[config.mk]
export PLATFORM = sky130hd
export DESIGN_NAME = cmd_stream_decoder
export DESIGN_NICKNAME = d
export VERILOG_FILES = /design/src/rtl/csd_pkg.sv /design/src/rtl/csd_framer.sv /design/src/rtl/csd_reg_bank.sv /design/src/rtl/csd_copy_fields.sv /design/src/rtl/cmd_stream_decoder.sv
export SDC_FILE = /design/constraint.sdc
export NUM_CORES = 2
export LEC_CHECK = 0
export ABC_AREA = 1
export BUFFER_PORTS_ARGS = -buffer_cell sky130_fd_sc_hd__clkbuf_2
export CAP_MARGIN = 10
export CORE_MARGIN = 2
export CORE_UTILIZATION = 46
export DETAILED_ROUTE_END_ITERATION = 10
export HOLD_SLACK_MARGIN = 0.06
export PLACE_DENSITY = 0.73
export SLEW_MARGIN = 20
export SYNTH_ARGS = -nofsm -noshare
export SYNTH_HDL_FRONTEND = slang
export SYNTH_HIERARCHICAL = 1
export SYNTH_SLANG_ARGS = --single-unit
[constraint.sdc]
create_clock -name clk -period 5.9 [get_ports clk]
set_clock_uncertainty 0.15 [all_clocks]
set_input_delay 0.59 -clock clk [delete_from_list [all_inputs] [get_ports clk]]
set_output_delay 0.59 -clock clk [all_outputs]
set_load 0.02 [all_outputs]
[src/rtl/csd_pkg.sv]
package csd_pkg;

    localparam logic [7:0] PREFIX_BYTE  = 8'hAF;
    localparam logic [7:0] OP_REG_WRITE = 8'h20;
    localparam logic [7:0] OP_COPY      = 8'h6A;
    localparam logic [7:0] CTRL_ADDR    = 8'hFF;
    localparam logic [7:0] LOCK_VALUE   = 8'h00;
    localparam logic [7:0] UNLOCK_VALUE = 8'hFF;
    localparam int         COPY_BYTES   = 7;

    typedef enum logic [2:0] {
        ST_IDLE,
        ST_OPCODE,
        ST_REG_ADDR,
        ST_REG_VALUE,
        ST_COPY_PAYLOAD,
        ST_DROP,
        ST_COMMIT
    } frame_state_e;

    typedef struct packed {
        logic       valid;
        logic [7:0] addr;
        logic [7:0] data;
    } reg_event_t;

endpackage

[src/rtl/csd_framer.sv]
module csd_framer
    import csd_pkg::*;
(
    input  logic       clk,
    input  logic       rst_n,
    input  logic       in_valid,
    input  logic [7:0] in_data,
    input  logic       bank_locked,
    output logic       in_ready,
    output reg_event_t reg_evt,
    output logic       copy_byte_en,
    output logic       copy_last,
    output logic       commit,
    output logic       err
);

    localparam int CNT_W = $clog2(COPY_BYTES + 1);
    localparam logic [CNT_W-1:0] LAST_IDX = CNT_W'(COPY_BYTES - 1);

    frame_state_e     state_q, state_d;
    logic [7:0]       addr_q;
    logic [CNT_W-1:0] cnt_q;
    logic             err_q;
    logic             take;

    assign take = in_valid && in_ready;

    always_comb begin
        state_d = state_q;
        unique case (state_q)
            ST_IDLE: begin
                if (take && in_data == PREFIX_BYTE) state_d = ST_OPCODE;
            end
            ST_OPCODE: begin
                if (take) begin
                    if (in_data == OP_REG_WRITE)     state_d = ST_REG_ADDR;
                    else if (in_data == OP_COPY)     state_d = ST_COPY_PAYLOAD;
                    else if (in_data == PREFIX_BYTE) state_d = ST_OPCODE;
                    else                             state_d = ST_DROP;
                end
            end
            ST_REG_ADDR: begin
                if (take) state_d = ST_REG_VALUE;
            end
            ST_REG_VALUE: begin
                if (take) begin
                    if (addr_q == CTRL_ADDR && in_data == UNLOCK_VALUE && bank_locked)
                        state_d = ST_COMMIT;
                    else
                        state_d = ST_IDLE;
                end
            end
            ST_COPY_PAYLOAD: begin
                if (take && cnt_q == LAST_IDX) state_d = ST_IDLE;
            end
            ST_DROP: begin
                if (take && in_data == PREFIX_BYTE) state_d = ST_OPCODE;
            end
            ST_COMMIT: state_d = ST_IDLE;
            default:   state_d = ST_IDLE;
        endcase
    end

    always_ff @(posedge clk or negedge rst_n) begin
        if (!rst_n) begin
            state_q <= ST_IDLE;
            addr_q  <= '0;
            cnt_q   <= '0;
            err_q   <= 1'b0;
        end else begin
            state_q <= state_d;
            err_q   <= take && state_q == ST_OPCODE && state_d == ST_DROP;
            if (take && state_q == ST_REG_ADDR) addr_q <= in_data;
            if (state_q != ST_COPY_PAYLOAD)     cnt_q  <= '0;
            else if (take)                      cnt_q  <= cnt_q + 1'b1;
        end
    end

    always_comb begin
        in_ready      = (state_q != ST_COMMIT);
        reg_evt.valid = take && state_q == ST_REG_VALUE;
        reg_evt.addr  = addr_q;
        reg_evt.data  = in_data;
        copy_byte_en  = take && state_q == ST_COPY_PAYLOAD;
        copy_last     = copy_byte_en && cnt_q == LAST_IDX;
        commit        = (state_q == ST_COMMIT);
        err           = err_q;
    end

endmodule

[src/rtl/csd_reg_bank.sv]
module csd_reg_bank
    import csd_pkg::*;
#(
    parameter int NREG = 64
) (
    input  logic        clk,
    input  logic        rst_n,
    input  reg_event_t  reg_evt,
    input  logic        commit,
    input  logic [7:0]  rd_addr,
    output logic [7:0]  rd_data,
    output logic        locked,
    output logic        wr_strobe,
    output logic [7:0]  wr_addr,
    output logic [7:0]  wr_data,
    output logic [23:0] base16,
    output logic [23:0] base8,
    output logic        depth_is_16
);

    localparam int IDX_W = (NREG > 1) ? $clog2(NREG) : 1;
    localparam int B16_HI = 'h20;
    localparam int B8_HI  = 'h26;

    logic [7:0] live_w [NREG];
    logic       locked_q;
    logic       data_hit;
    logic       ctrl_hit;

    assign ctrl_hit = reg_evt.valid && reg_evt.addr == CTRL_ADDR;
    assign data_hit = reg_evt.valid && reg_evt.addr != CTRL_ADDR;

    for (genvar g = 0; g < NREG; g++) begin : g_entry
        logic [7:0] live_e;
        logic [7:0] shadow_e;
        logic       dirty_e;
        logic       sel_e;

        assign sel_e = data_hit && {1'b0, reg_evt.addr} == 9'(g);

        always_ff @(posedge clk or negedge rst_n) begin
            if (!rst_n) begin
                live_e   <= '0;
                shadow_e <= '0;
                dirty_e  <= 1'b0;
            end else if (commit) begin
                if (dirty_e) live_e <= shadow_e;
                dirty_e <= 1'b0;
            end else if (sel_e) begin
                if (locked_q) begin
                    shadow_e <= reg_evt.data;
                    dirty_e  <= 1'b1;
                end else begin
                    live_e <= reg_evt.data;
                end
            end
        end

        assign live_w[g] = live_e;
    end

    always_ff @(posedge clk or negedge rst_n) begin
        if (!rst_n) begin
            locked_q  <= 1'b0;
            wr_strobe <= 1'b0;
            wr_addr   <= '0;
            wr_data   <= '0;
        end else begin
            if (commit)
                locked_q <= 1'b0;
            else if (ctrl_hit && reg_evt.data == LOCK_VALUE)
                locked_q <= 1'b1;
            wr_strobe <= data_hit && !locked_q;
            if (data_hit && !locked_q) begin
                wr_addr <= reg_evt.addr;
                wr_data <= reg_evt.data;
            end
        end
    end

    always_comb begin
        if ({1'b0, rd_addr} < 9'(NREG))
            rd_data = live_w[rd_addr[IDX_W-1:0]];
        else
            rd_data = '0;
    end

    assign locked      = locked_q;
    assign base16      = {live_w[B16_HI], live_w[B16_HI+1], live_w[B16_HI+2]};
    assign base8       = {live_w[B8_HI], live_w[B8_HI+1], live_w[B8_HI+2]};
    assign depth_is_16 = (live_w[0] == 8'h00);

endmodule

[src/rtl/csd_copy_fields.sv]
module csd_copy_fields
    import csd_pkg::*;
(
    input  logic        clk,
    input  logic        rst_n,
    input  logic        byte_en,
    input  logic        last,
    input  logic [7:0]  data,
    output logic        cp_valid,
    output logic [23:0] cp_src,
    output logic [7:0]  cp_count,
    output logic [23:0] cp_dst
);

    localparam int SH_W = COPY_BYTES * 8;

    logic [SH_W-1:0] sh_q;

    always_ff @(posedge clk or negedge rst_n) begin
        if (!rst_n) begin
            sh_q     <= '0;
            cp_valid <= 1'b0;
        end else begin
            cp_valid <= last;
            if (byte_en) sh_q <= {sh_q[SH_W-9:0], data};
        end
    end

    assign cp_src   = sh_q[55:32];
    assign cp_count = sh_q[31:24];
    assign cp_dst   = sh_q[23:0];

endmodule

[src/rtl/cmd_stream_decoder.sv]
module cmd_stream_decoder
    import csd_pkg::*;
#(
    parameter int NREG = 64
) (
    input  logic        clk,
    input  logic        rst_n,
    input  logic        in_valid,
    input  logic [7:0]  in_data,
    output logic        in_ready,
    output logic        wr_strobe,
    output logic [7:0]  wr_addr,
    output logic [7:0]  wr_data,
    output logic        locked,
    input  logic [7:0]  rd_addr,
    output logic [7:0]  rd_data,
    output logic [23:0] base16,
    output logic [23:0] base8,
    output logic        depth_is_16,
    output logic        cp_valid,
    output logic [23:0] cp_src,
    output logic [7:0]  cp_count,
    output logic [23:0] cp_dst,
    output logic        err
);

    reg_event_t reg_evt;
    logic       copy_byte_en;
    logic       copy_last;
    logic       commit;

    csd_framer u_framer (
        .clk          (clk),
        .rst_n        (rst_n),
        .in_valid     (in_valid),
        .in_data      (in_data),
        .bank_locked  (locked),
        .in_ready     (in_ready),
        .reg_evt      (reg_evt),
        .copy_byte_en (copy_byte_en),
        .copy_last    (copy_last),
        .commit       (commit),
        .err          (err)
    );

    csd_reg_bank #(.NREG(NREG)) u_bank (
        .clk         (clk),
        .rst_n       (rst_n),
        .reg_evt     (reg_evt),
        .commit      (commit),
        .rd_addr     (rd_addr),
        .rd_data     (rd_data),
        .locked      (locked),
        .wr_strobe   (wr_strobe),
        .wr_addr     (wr_addr),
        .wr_data     (wr_data),
        .base16      (base16),
        .base8       (base8),
        .depth_is_16 (depth_is_16)
    );

    csd_copy_fields u_copy (
        .clk      (clk),
        .rst_n    (rst_n),
        .byte_en  (copy_byte_en),
        .last     (copy_last),
        .data     (in_data),
        .cp_valid (cp_valid),
        .cp_src   (cp_src),
        .cp_count (cp_count),
        .cp_dst   (cp_dst)
    );

endmodule

==> summary.md <==
In the synthesized netlist the dominant register cell turns out to be dfrtp_1. Final hold analysis gives a worst-case slack of 142.1 ps. The logs give 11000 for the filler cell count in the final layout and 116500 um2 for the area of the core region. For the utilization of the core after routing, the log shows 51.18%. The post-synthesis cell count was 6926.

The flow ran to the end, and the final reports show no timing, DRC or antenna violations. The total count of hold-check failures in the final report was 0; the reg-to-reg setup timing slack was 1920 ps. The worst-case IR drop observed on VDD is 0.2684 mV. Starting density of the core: 46.56%. After detailed routing, the total wire length is 170.0 mm. In the routed design, unresolved DRC markers number 0. For hold timing, the worst endpoint is u_framer/cnt_q[1]. In this run the power density over the cells is 353.7 nW/um2. The area share of the largest cell type after synthesis was 54.34%. The worst register-to-register path begins at u_framer/state_q[2]. By startpoint and endpoint, the worst setup path is classified as in2out. The worst setup path is launched from an input pin. The cell seen most often among critical-path stages is nand3_1. The number of nets handed over by synthesis was 6947. A synthesized cell averages 7.832 um2. Global routing consumed, over all layers together, 27.99% of the routing resources. 153 I/O pins were placed. Clock insertion delay at the later pin of the skew report: 730 ps. The H-tree was split into 3 levels.

In the synthesized netlist the async set-or-reset flop fraction comes to 100.0%. Once placement completed, the tool counted placed cells totaling 8196. Depth of the worst register-to-register path: 8. The count of nets left with antenna violations once routing finished came out at 0. Using the TritonRoute via totals, the vias-per-cell ratio works out to 5.539. For the pin with the worst max-slew slack, the measured transition is 1187 ps. The share of the Yosys chip area taken by registers is 54.34%. In the layout the commonest cells are nand2_1 (2741), dfrtp_1 (1178), o21ai_0 (1034). The number of global-route vias before repair is 43410, and the leakage power is 29.28 nW.

The post-CTS setup buffer count is 0. In this run the worst path has a maximum fanout of 77. TritonCTS created 120 clock buffers.

The tools report the post-synthesis cell area as 54250 um2. The pre-antenna-repair detailed-routing pass consisted of 6 iterations. The path category of the worst min-delay check is in2reg. In this run the horizontal extent of the chip is 347.4 um. The cell type contributing the most total cell area after synthesis is dfrtp_1.

The first-iteration detailed-routing DRC count was 5713; the die extent in y was 347.4 um. The design draws 0.02109 W. The root buffer cell is clkbuf_16. Walking the worst path, the cells encountered are clkbuf_8 > inv_6 > buf_4 > nand2_1 > nand3_1 > nand3_1 > nand2_1 > nand2_1 > nand3_1 > nand3_1 > a21oi_1 > clkbuf_2.

The net count of the finished layout was 6816. Capture instance of the worst register-to-register path: u_bank/g_entry[1].shadow_e[0]. The count of antenna diodes in the layout is 0, and the final weighted congestion of routability-driven global placement is 0.9211.

The worst path needs 4530 ps of the cycle, external delays included. Global routing finished with a remaining overflow of 0. The half-perimeter wire length after placement is 97.24 mm. In this run the deepest clock path goes through 3 buffers. The tool flagged a number of max-cap violations equal to 0. The tools report the max-slew violation count as 0. Setup total negative slack on the finished layout was measured at 0 ps.

Along the worst hold path, the cell count comes to 4. The worst setup path is captured at a primary output. The number of antenna violations at the first check in global routing is 6. Clock-pin slew was measured on the worst setup and hold paths at 60 ps. The most common cell after layout, fill and taps aside is nand2_1. Setup repair after global routing left no endpoint under its margin. Ranked by total cell area, the synthesized netlist is headed by dfrtp_1 (54%), nand2_1 (19%), o21ai_0 (9.5%).

The area growth from synthesis to layout is 9.932%, and the count of non-filler cells in the finished layout is 8424. The post-cts gate resize count was 0. The slowest stage of the critical path is the buf_4 cell. The worst hold path begins at in_valid. The number of unique standard cell types used by synthesis is 33. The number of synthesized register bits is 1178, and the critical path's largest stage delay is 640 ps. In this run, synthesis inferred 0 flip-flops with an integrated enable. The sink count of the clock tree is 1178, and the final count of negative-setup-slack endpoints is 0.

Headroom to the max-slew limit came out at 20.89%. The number of input and output port buffers inserted is 152. The post-route netlist has 7.899% of its cells at a drive strength greater than 1. The worst path uses 76.78% of the clock period.

During synthesis, Yosys emitted a total of 6 warnings. Based on the critical path, the design can be clocked at up to 220.8 MHz. Together, buffers and inverters on the worst path number 4. Average wire per standard cell: 20.18 um. For the worst setup path, the data arrival time is 3790 ps. The maximum number of pins on one net before global-route repair was 216. The number of buffers inserted by hold repair at cts is 1, and the count of vias placed by the detailed router is 46660. STA puts the critical path data required time at 5160 ps. TritonCTS built the clock tree. The floorplan has 125 rows. The cell type group with the largest total delay on the critical path was buffers and inverters. The first global-routing pass estimated 262.7 mm of wire.

The die covers 120700 um2.
how the worst max path moves through the flow:
stage,from,end,slack (ps),depth (start not counted)
after floorplan,rd_addr[0],rd_data[5],3130,11
after global placement,rd_addr[0],rd_data[6],1590,12
after detailed placement,rd_addr[0],rd_data[6],1570,12
after CTS,rd_addr[0],rd_data[6],1560,12
after global routing,rd_addr[0],rd_data[2],1270,12
final,rd_addr[0],rd_data[2],1370,12
metrics by stage:
stage / instance area [um2] / setup slack [ps]
6_report: 59630 / 1370
5_1_grt: 59630 / 1267
4_1_cts: 59630 / 1563
3_5_place_dp: 55590 / 1572
3_3_place_gp: 55590 / 1588
2_1_floorplan: 54250 / 3125
tightest hold or removal path, stage by stage:
cell	delay, ps
clkbuf_2	90
inv_2	100
nand3_1	100
o21ai_0	70
area by class of cell:
type                            count  area [um2]  area share (%)
Multi-Input combinational cell   4696       20600           34.55
Inverter                          588        2230           3.739
Timing Repair Buffer              211        1381           2.316
Clock inverter                     43       337.8          0.5665
Clock buffer                      184        3697           6.200
Sequential cell                  1178       29480           49.43
Tap cell                         1524        1907           3.198
routing by layer:
metal	vias up	track usage, %	wire (um)
met5	-	0	49
met4	8	12.44	8169
met3	416	6.027	17320
met2	2222	41.66	74050
met1	22420	39.37	70400
li1	21600	-	-
state kept, by name, summed over array words and instances (netlist names), 3 cells and up:
name and flops:
u_framer/cnt_q 3, u_bank/wr_addr 8, u_bank/wr_data 8, u_copy/sh_q 56, u_bank/g_entry.dirty_e 64, u_framer/addr_q 8, u_bank/g_entry.shadow_e 512, u_bank/g_entry.live_e 512
u_framer/state_q 3
power by group:
| group | switching [W] | total (W) | leakage [nW] | internal, W |
|---|---|---|---|---|
| registers | 0.000783 | 0.0100 | 14.1 | 0.00924 |
| clock network | 0.00332 | 0.00771 | 2.00 | 0.00439 |
| logic | 0.00237 | 0.00336 | 13.2 | 0.000991 |
synth_stat cells (19+ instances only):
| master | number |
|---|---|
| nand2_1 | 2750 |
| dfrtp_1 | 1178 |
| o21ai_0 | 1034 |
| inv_1 | 577 |
| nand3_1 | 548 |
| clkbuf_1 | 277 |
| buf_2 | 135 |
| nor2_1 | 94 |
| a21oi_1 | 65 |
| o21ai_2 | 57 |
| o21a_1 | 48 |
| a31oi_1 | 24 |
| buf_4 | 22 |
| buf_1 | 19 |
logic make-up (layout without fill, tap and decap cells):
group                    Yosys count  count (layout)  share of synthesized area (%)
AO/OA/AOI/OAI                   1249            1249                          12.21
buffers and inverters           1052            1026                          7.849
adder cells (fa/ha/maj)            2               2                        0.04612
AND/OR/NAND/NOR                 3445            3445                          25.56
flip-flops                      1178            1178                          54.34
(Power assumes the default switching activity.)
